## config.mk

```make
export PLATFORM = sky130hd
export DESIGN_NAME = swrc_top
export DESIGN_NICKNAME = d
export VERILOG_FILES = /design/src/rtl/swrc_pkg.sv /design/src/rtl/swrc_access_det.sv /design/src/rtl/swrc_seq_match.sv /design/src/rtl/swrc_recall_seq.sv /design/src/rtl/swrc_top.sv
export SDC_FILE = /design/constraint.sdc
export NUM_CORES = 1
export LEC_CHECK = 0
export BUFFER_PORTS_ARGS = -buffer_cell sky130_fd_sc_hd__buf_2
export CORE_MARGIN = 4
export CORE_UTILIZATION = 57
export CTS_BUF_LIST = sky130_fd_sc_hd__clkbuf_8
export CTS_CLUSTER_DIAMETER = 30
export DETAILED_ROUTE_END_ITERATION = 8
export HOLD_SLACK_MARGIN = 0.03
export PLACE_DENSITY = 0.82
export REMOVE_ABC_BUFFERS = 1
export SETUP_SLACK_MARGIN = 0.2
export SYNTH_ARGS = -nofsm -noshare
export SYNTH_HDL_FRONTEND = slang
export SYNTH_SLANG_ARGS = --single-unit
```

## constraint.sdc

```tcl
create_clock -name clk -period 2.9 [get_ports clk]
set_clock_uncertainty 0.2 [all_clocks]
set_input_delay 0.58 -clock clk [delete_from_list [all_inputs] [get_ports clk]]
set_output_delay 0.58 -clock clk [all_outputs]
set_load 0.005 [all_outputs]
```

## src/rtl/swrc_pkg.sv

```systemverilog
package swrc_pkg;
    typedef enum logic [1:0] {
        PH_IDLE  = 2'd0,
        PH_CLEAR = 2'd1,
        PH_COPY  = 2'd2,
        PH_HOLD  = 2'd3
    } rc_phase_e;

    localparam int unsigned NUM_STEPS = 6;
    localparam int unsigned STEP_W    = $clog2(NUM_STEPS);

    typedef struct packed {
        logic ce_prev;
    } acc_state_t;

    typedef struct packed {
        logic [STEP_W-1:0] step;
    } match_state_t;
endpackage

```

## src/rtl/swrc_access_det.sv

```systemverilog
module swrc_access_det
    import swrc_pkg::*;
(
    input  logic clk,
    input  logic rst_n,
    input  logic ce_n,
    input  logic we_n,
    output logic rd_start,
    output logic wr_seen
);
    acc_state_t st_d, st_q;

    always_comb begin
        st_d         = st_q;
        st_d.ce_prev = ce_n;
        rd_start     = !ce_n && st_q.ce_prev && we_n;
        wr_seen      = !ce_n && !we_n;
    end

    always_ff @(posedge clk or negedge rst_n) begin
        if (!rst_n) st_q <= '{ce_prev: 1'b1};
        else        st_q <= st_d;
    end

    AST_READ_COUNTED_ONCE: assert property (@(posedge clk) disable iff (!rst_n)
        rd_start |=> !rd_start);
endmodule

```

## src/rtl/swrc_seq_match.sv

```systemverilog
module swrc_seq_match
    import swrc_pkg::*;
#(
    parameter int unsigned ADDR_W = 14,
    parameter logic [ADDR_W-1:0] STEP0 = 14'h0E38,
    parameter logic [ADDR_W-1:0] STEP1 = 14'h31C7
) (
    input  logic              clk,
    input  logic              rst_n,
    input  logic              rd_start,
    input  logic              wr_seen,
    input  logic              hold,
    input  logic [ADDR_W-1:0] addr,
    output logic              fire
);
    localparam int unsigned LAST = NUM_STEPS - 1;

    function automatic logic [ADDR_W-1:0] step_addr(input int unsigned idx);
        case (idx)
            0:       step_addr = STEP0;
            1:       step_addr = STEP1;
            2:       step_addr = ADDR_W'(16'h0AAA);
            3:       step_addr = ADDR_W'(16'h1FFF);
            4:       step_addr = ADDR_W'(16'h10F0);
            default: step_addr = ADDR_W'(16'h0F0E);
        endcase
    endfunction

    logic [NUM_STEPS-1:0] hit;

    for (genvar gi = 0; gi < NUM_STEPS; gi++) begin : g_cmp
        assign hit[gi] = (addr == step_addr(gi));
    end

    match_state_t st_d, st_q;
    logic         cur_hit;

    always_comb begin
        st_d    = st_q;
        fire    = 1'b0;
        cur_hit = hit[st_q.step];
        if (!hold) begin
            if (wr_seen) begin
                st_d.step = '0;
            end else if (rd_start) begin
                if (!cur_hit) begin
                    st_d.step = '0;
                end else if (st_q.step == STEP_W'(LAST)) begin
                    st_d.step = '0;
                    fire      = 1'b1;
                end else begin
                    st_d.step = st_q.step + 1'b1;
                end
            end
        end
    end

    always_ff @(posedge clk or negedge rst_n) begin
        if (!rst_n) st_q <= '{step: '0};
        else        st_q <= st_d;
    end

    AST_WRITE_CLEARS_MATCH: assert property (@(posedge clk) disable iff (!rst_n)
        (wr_seen && !hold) |=> (st_q.step == '0));
    AST_MISMATCH_CLEARS: assert property (@(posedge clk) disable iff (!rst_n)
        (rd_start && !wr_seen && !hold && !hit[st_q.step]) |=> (st_q.step == '0));
    AST_STEP_IN_RANGE: assert property (@(posedge clk) disable iff (!rst_n)
        st_q.step <= STEP_W'(LAST));
    AST_HOLD_FREEZES: assert property (@(posedge clk) disable iff (!rst_n)
        hold |=> $stable(st_q.step));
endmodule

```

## src/rtl/swrc_recall_seq.sv

```systemverilog
module swrc_recall_seq
    import swrc_pkg::*;
#(
    parameter int unsigned WORDS         = 64,
    parameter int unsigned RECALL_CYCLES = 80
) (
    input  logic                     clk,
    input  logic                     rst_n,
    input  logic                     start,
    output logic                     busy,
    output logic                     clr_stb,
    output logic                     copy_stb,
    output logic [$clog2(WORDS)-1:0] copy_addr
);
    localparam int unsigned CW = $clog2(RECALL_CYCLES + 1);
    localparam int unsigned AW = $clog2(WORDS);

    typedef struct packed {
        rc_phase_e     ph;
        logic [CW-1:0] cnt;
        logic [AW-1:0] wa;
    } rc_state_t;

    rc_state_t st_d, st_q;
    logic      cnt_end;

    always_comb begin
        st_d    = st_q;
        cnt_end = (st_q.cnt == CW'(RECALL_CYCLES - 1));
        case (st_q.ph)
            PH_IDLE: begin
                if (start) begin
                    st_d.ph  = PH_CLEAR;
                    st_d.cnt = '0;
                    st_d.wa  = '0;
                end
            end
            PH_CLEAR: begin
                st_d.ph  = PH_COPY;
                st_d.cnt = st_q.cnt + 1'b1;
            end
            PH_COPY: begin
                if (st_q.wa == AW'(WORDS - 1)) begin
                    st_d.ph = cnt_end ? PH_IDLE : PH_HOLD;
                end else begin
                    st_d.wa = st_q.wa + 1'b1;
                end
                if (!cnt_end) st_d.cnt = st_q.cnt + 1'b1;
            end
            default: begin
                if (cnt_end) st_d.ph  = PH_IDLE;
                else         st_d.cnt = st_q.cnt + 1'b1;
            end
        endcase
    end

    always_ff @(posedge clk or negedge rst_n) begin
        if (!rst_n) st_q <= '{ph: PH_IDLE, cnt: '0, wa: '0};
        else        st_q <= st_d;
    end

    assign busy      = (st_q.ph != PH_IDLE);
    assign clr_stb   = (st_q.ph == PH_CLEAR);
    assign copy_stb  = (st_q.ph == PH_COPY);
    assign copy_addr = st_q.wa;

    AST_CLEAR_SINGLE: assert property (@(posedge clk) disable iff (!rst_n)
        clr_stb |=> !clr_stb);
    AST_CLEAR_AT_BUSY_RISE: assert property (@(posedge clk) disable iff (!rst_n)
        $rose(busy) |-> clr_stb);
    AST_CLEAR_THEN_COPY: assert property (@(posedge clk) disable iff (!rst_n)
        clr_stb |=> (copy_stb && copy_addr == '0));
    AST_COPY_ASCENDS: assert property (@(posedge clk) disable iff (!rst_n)
        (copy_stb && $past(copy_stb)) |-> (copy_addr == $past(copy_addr) + 1'b1));
    AST_STROBES_IN_BUSY: assert property (@(posedge clk) disable iff (!rst_n)
        (clr_stb || copy_stb) |-> busy);
endmodule

```

## src/rtl/swrc_top.sv

```systemverilog
module swrc_top
    import swrc_pkg::*;
#(
    parameter int unsigned ADDR_W        = 14,
    parameter logic [ADDR_W-1:0] STEP0   = 14'h0E38,
    parameter logic [ADDR_W-1:0] STEP1   = 14'h31C7,
    parameter int unsigned WORDS         = 64,
    parameter int unsigned RECALL_CYCLES = 80
) (
    input  logic                     clk,
    input  logic                     rst_n,
    input  logic                     ce_n,
    input  logic                     oe_n,
    input  logic                     we_n,
    input  logic [ADDR_W-1:0]        addr,
    output logic                     busy,
    output logic                     rd_ok,
    output logic                     wr_ok,
    output logic                     clr_stb,
    output logic                     copy_stb,
    output logic [$clog2(WORDS)-1:0] copy_addr
);
    logic rd_start;
    logic wr_seen;
    logic fire;

    swrc_access_det u_acc (
        .clk      (clk),
        .rst_n    (rst_n),
        .ce_n     (ce_n),
        .we_n     (we_n),
        .rd_start (rd_start),
        .wr_seen  (wr_seen)
    );

    swrc_seq_match #(
        .ADDR_W (ADDR_W),
        .STEP0  (STEP0),
        .STEP1  (STEP1)
    ) u_match (
        .clk      (clk),
        .rst_n    (rst_n),
        .rd_start (rd_start),
        .wr_seen  (wr_seen),
        .hold     (busy),
        .addr     (addr),
        .fire     (fire)
    );

    swrc_recall_seq #(
        .WORDS         (WORDS),
        .RECALL_CYCLES (RECALL_CYCLES)
    ) u_recall (
        .clk       (clk),
        .rst_n     (rst_n),
        .start     (fire),
        .busy      (busy),
        .clr_stb   (clr_stb),
        .copy_stb  (copy_stb),
        .copy_addr (copy_addr)
    );

    assign rd_ok = !busy && !ce_n && !oe_n && we_n;
    assign wr_ok = !busy && !ce_n && !we_n;

    AST_BUSY_BLOCKS_ACCESS: assert property (@(posedge clk) disable iff (!rst_n)
        busy |-> (!rd_ok && !wr_ok));
    AST_FIRE_RAISES_BUSY: assert property (@(posedge clk) disable iff (!rst_n)
        fire |=> busy);
endmodule

```

Yosys cells after proc, flatten, opt, wreduce, memory -nomap -nowiden. Cells that the tools add are included.

Add/sub/neg operators: 3. Multiply operators: 0. Divide/modulo/power cells: 0. Magnitude comparators: 1. Eq/ne operators: 14. Shifts and indexed selects: 0. Mux-type cells: 19. Bitwise operators: 1. Reductions and logical operators: 19.

Operators by type and width (number): $eq A14 B12 Y1 const B (3); $eq A14 B13 Y1 const B (2); $pmux W9 S3 (1); $mux W15 (1); $eq A14 B14 Y1 const B (1); $mux W3 (4); $pmux W6 S2 (1); $add A7 B1 Y7 const B (1); $eq A7 B7 Y1 const B (1); $logic_and A1 B1 Y1 (7); $mux W7 (1); $add A6 B1 Y6 const B (1); $eq A6 B6 Y1 const B (1); $mux W1 (6); $mux W2 (3); $mux W6 (1); $reduce_and A3 Y1 (2); $reduce_bool A2 Y1 (3); $logic_not A1 Y1 (4); $lt A3 B4 Y1 const B (1); $ne A2 B2 Y1 const B (2); $reduce_bool A4 Y1 (1); $add A3 B1 Y3 const B (1); $bmux W1 S3 (1); other kinds (7) (7).

Bits in registers: 19. Latch bits: 0. Memory bits (writable): 0. Bits in read-only memories: 0. Output and inout port bits: 11. Word-level logic and storage cells: 62. Memories: 0.

Longest topological paths before layout.
Word-level depth: 9. Mapped depth: 8. Depth with buffers taken out: 8.

Cells and area by module. A second synthesis with hierarchy kept.

Cell total of the unflattened synthesis: 158. Area total of the unflattened synthesis: 1411.4 um^2.

By module, submodules not included: swrc_recall_seq (instances 1, cells each 106, area each 987.2 um^2); swrc_seq_match (instances 1, cells each 47, area each 365.4 um^2); swrc_access_det (instances 1, cells each 3, area each 38.8 um^2); swrc_top (instances 1, cells each 2, area each 20.0 um^2).

Worst setup path before layout. OpenSTA, ideal clock, no wires.

Path kind: input -> register. Start point: input addr[0]. End point: register u_recall.st_q[11] in the netlist's numbering. Setup time: 0.080 ns. Arrival: 2.243 ns. Path slack: 0.377 ns. Stages: 6. Buffers on the path: 0. Cell sequence: or4_4 -> nor4_2 -> a22o_4 -> a31oi_4 -> or4_4 -> o211ai_2.

Cells in the longest elaborated chain, start to end: 8.

Ends and longest elaborated chain: start: declaration (RTL line swrc_top.sv:15) `input logic [ADDR_W-1:0] addr,`; $eq A14 B12 Y1 (tied with other cells) (RTL line swrc_seq_match.sv:32) `assign hit[gi] = (addr == step_addr(gi));`; $bmux W1 S3 (*) (RTL line swrc_seq_match.sv:41) `cur_hit = hit[st_q.step];`; $mux W1 (not written as such) (*) (RTL line swrc_seq_match.sv:41); $mux W1 (*) (RTL line swrc_seq_match.sv:46) `if (!cur_hit) begin`; $mux W1 (*) (RTL line swrc_seq_match.sv:45) `end else if (rd_start) begin`; $mux W1 (*) (RTL line swrc_seq_match.sv:43) `if (wr_seen) begin`; $mux W1 (*) (RTL line swrc_seq_match.sv:42) `if (!hold) begin`; $ne A2 B2 Y1 (no source line) (*); end signal: assignment (RTL line swrc_recall_seq.sv:58) `if (!rst_n) st_q <= '{ph: PH_IDLE, cnt: '0, wa: '0};`; end signal: assignment (RTL line swrc_recall_seq.sv:59) `else st_q <= st_d;`; end: declaration (RTL line swrc_recall_seq.sv:24) `rc_state_t st_d, st_q;`.

Every way passes the cells marked *; elsewhere a longest branch is shown, timed or not. The select of a mux whose other input is x is not followed. A chain may end at the register's enable or synchronous reset.

Worst setup path after layout.
Start point: input addr[4]. End point: register u_recall.st_q[6] in the netlist's numbering.

Same word-level chain as after synthesis.

==> results.cfg <==
[outcome]
run_status = finished, final reports clean

[floorplan]
die_w_um = 58.8
start_util = 0.593
die_area_um2 = 3450
io_pins = 30
die_height_um = 58.8
rows = 18
core_um2 = 2480

[cells_and_area]
mostFrequentLayoutCell = buf_2
fin_area_um2 = 1640
diodes = 0
mostFrequentLayoutCells = buf_2, dfrtp_1, nand2_1
syn_to_final_growth_pct = 11.8
nets = 222
finalNonFillerCells = 226
drive_gt1_frac = 0.224

[synth]
synth_seq_cells = 19
synth_cells = 172
synth-main-ff-cell = dfrtp_1
synth_async_sr_flop_share = 1.00
yosysSeqAreaShare = 0.325
synth_top_area_frac = 0.307
synth_top_area_cell = dfrtp_1
synth_area_um2 = 1470
syn_avg_cell_area_um2 = 8.54
synth_cell_types = 48
synth-edff-count = 0
ys_top_cells_by_area = dfrtp_1, ha_1, nand2_1, nor3_1, o21ai_0
yosys_warnings = 0

[clock_tree]
ctsRootBufferMaster = clkbuf_8
clk_pin_slew_ps = 70
tritoncts = done
cts_buffers = 3
h-tree-depth = 1
clock-sinks = 19
clock_path_buffers = 2
post-cts-setup-buffer-count = 0
insertion_delay_ps = 260
cts_resized = 0
cts_hold_buf = 0

[place]
place_ws_ps = 125
port_buffers = 29
dpl.hpwl_um = 2670
dp_cells = 222
place_area_um2 = 1600
finalWeightedCongestion = 0.917

[sta]
setup_tns_ps = 0
slew_headroom = 0.656
drv_slew = 0
worstMarginPinSlew_ps = 513
period_share = 0.881
holdWs_ps = 50.0
final-setup-viol-count = 0
rsz0062_at_grt = no
period_needed_ps = 2550
clock.fmax_mhz = 391
worst_slack_ps = 345
hold_viol = 0

[routing]
vias = 1482
drt-vias-per-instance = 6.56
firstDrtPassIters = 4
detail-route-antenna-nets = 0
wl_per_cell_um = 15.8
wl_um = 3570
drt_iter0_markers = 98
remaining_drc_errors = 0

[global_route]
grt_max_degree = 20
grt_first_pass_wirelength_um = 6110
grt_overflow = 0
grt_pass1_vias = 1439
grt.total_usage = 0.225
antenna_found_initial = 0

[setup_path]
crit_fanout = 12
critPathLaunchType = input pin
required_ps = 2850
cp.arrival_ps = 2500
end_kind = register
worstSetupPathType = input pin to register

[power_and_ir_drop]
power_density_nw_per_um2 = 721
cellLeakagePower_nw = 0.743
ir_worst_vdd_mv = 0.532

[flow_run]
maxCapViolations = 0

[hold_path]
timing.hold.worst.class = input pin to asynchronous set/reset pin
## worst paths after layout
path	startpoint	end	slack, ps	cells after the start
setup reg to reg	u_match.st_q[1]	u_recall.st_q[6]	530	6
hold reg to reg	u_acc.st_q	u_match.st_q[0]	320	2
hold / removal	rst_n	u_recall.st_q[10]	50	1
setup / recovery	addr[4]	u_recall.st_q[6]	350	7
min in group clk	ce_n	u_acc.st_q	250	1
max in group asynchronous	rst_n	u_acc.st_q	2120	1
## layout make-up
type | instances | area, um2
multi-input cells | 133 | 890
fillers | 219 | 835
flip-flops and latches | 19 | 477
repair buffers | 31 | 160
clock buffers | 3 | 41.3
well taps | 30 | 37.5
inverters | 9 | 33.8
clock inverters | 1 | 3.75
## power by group
group          switching [mW]  internal, mW  leakage [nW]  total [mW]
logic                   0.358         0.241         0.463       0.600
registers              0.0750         0.325         0.253       0.400
clock network          0.0897        0.0943        0.0269       0.184
## cell families after synthesis
| logic type | share of synthesized area |
|---|---|
| AND/OR/NAND/NOR | 0.322 |
| AO/OA/AOI/OAI | 0.218 |
| buffers and inverters | 0.0698 |
| flip-flops | 0.325 |
| adder cells (fa/ha/maj) | 0.0511 |
| multiplexers | 0.0145 |
## worst max-delay path, cell delays in order
cell     delay, ps
buf_2          110
or4bb_1        520
nor4_1         360
a22o_4         230
a31o_2         310
nand2_1        110
mux2_2         280
## routing by layer
| metal | global-route usage | share of wire | wire (um) |
|---|---|---|---|
| met2 | 0.390 | 0.49 | 1740 |
| met3 | 0.0395 | 0.078 | 279 |
| met4 | 0.107 | 0.016 | 58 |
| met5 | 0 | 0 | 0 |
| met1 | 0.267 | 0.42 | 1490 |
## synth_stat cells, types with 2 or more instances
cell	number
a21oi_1	9
a22o_1	3
a41oi_1	2
and3_1	4
buf_4	7
clkbuf_1	3
dfrtp_1	18
ha_1	6
inv_1	9
nand2_1	17
nand2b_1	3
nand3_1	8
nand3b_1	2
nand4_1	3
nand4b_1	3
nor2_1	10
nor2b_1	2
nor3_1	11
nor3b_1	3
nor4_1	5
nor4b_1	3
o21ai_0	11
o221ai_1	2
o31a_1	2
o31ai_1	2
or4_4	2
## per-stage QoR
| step | power [mW] | util |
|---|---|---|
| global placement | 0.959 | 0.645 |
| floorplan | 0.799 | - |
| CTS | 1.18 | 0.663 |
| global route | 1.28 | 0.663 |
| finish | 1.18 | 0.663 |
| detailed placement | 0.993 | 0.645 |
## state kept, by name (all words and copies together), names as in the netlist
| signal | count |
|---|---|
| u_recall.st_q | 9 |
| u_recall.copy_addr | 6 |
| u_match.st_q | 3 |
| u_acc.st_q | 1 |
Power figures use the tool's default switching activity.
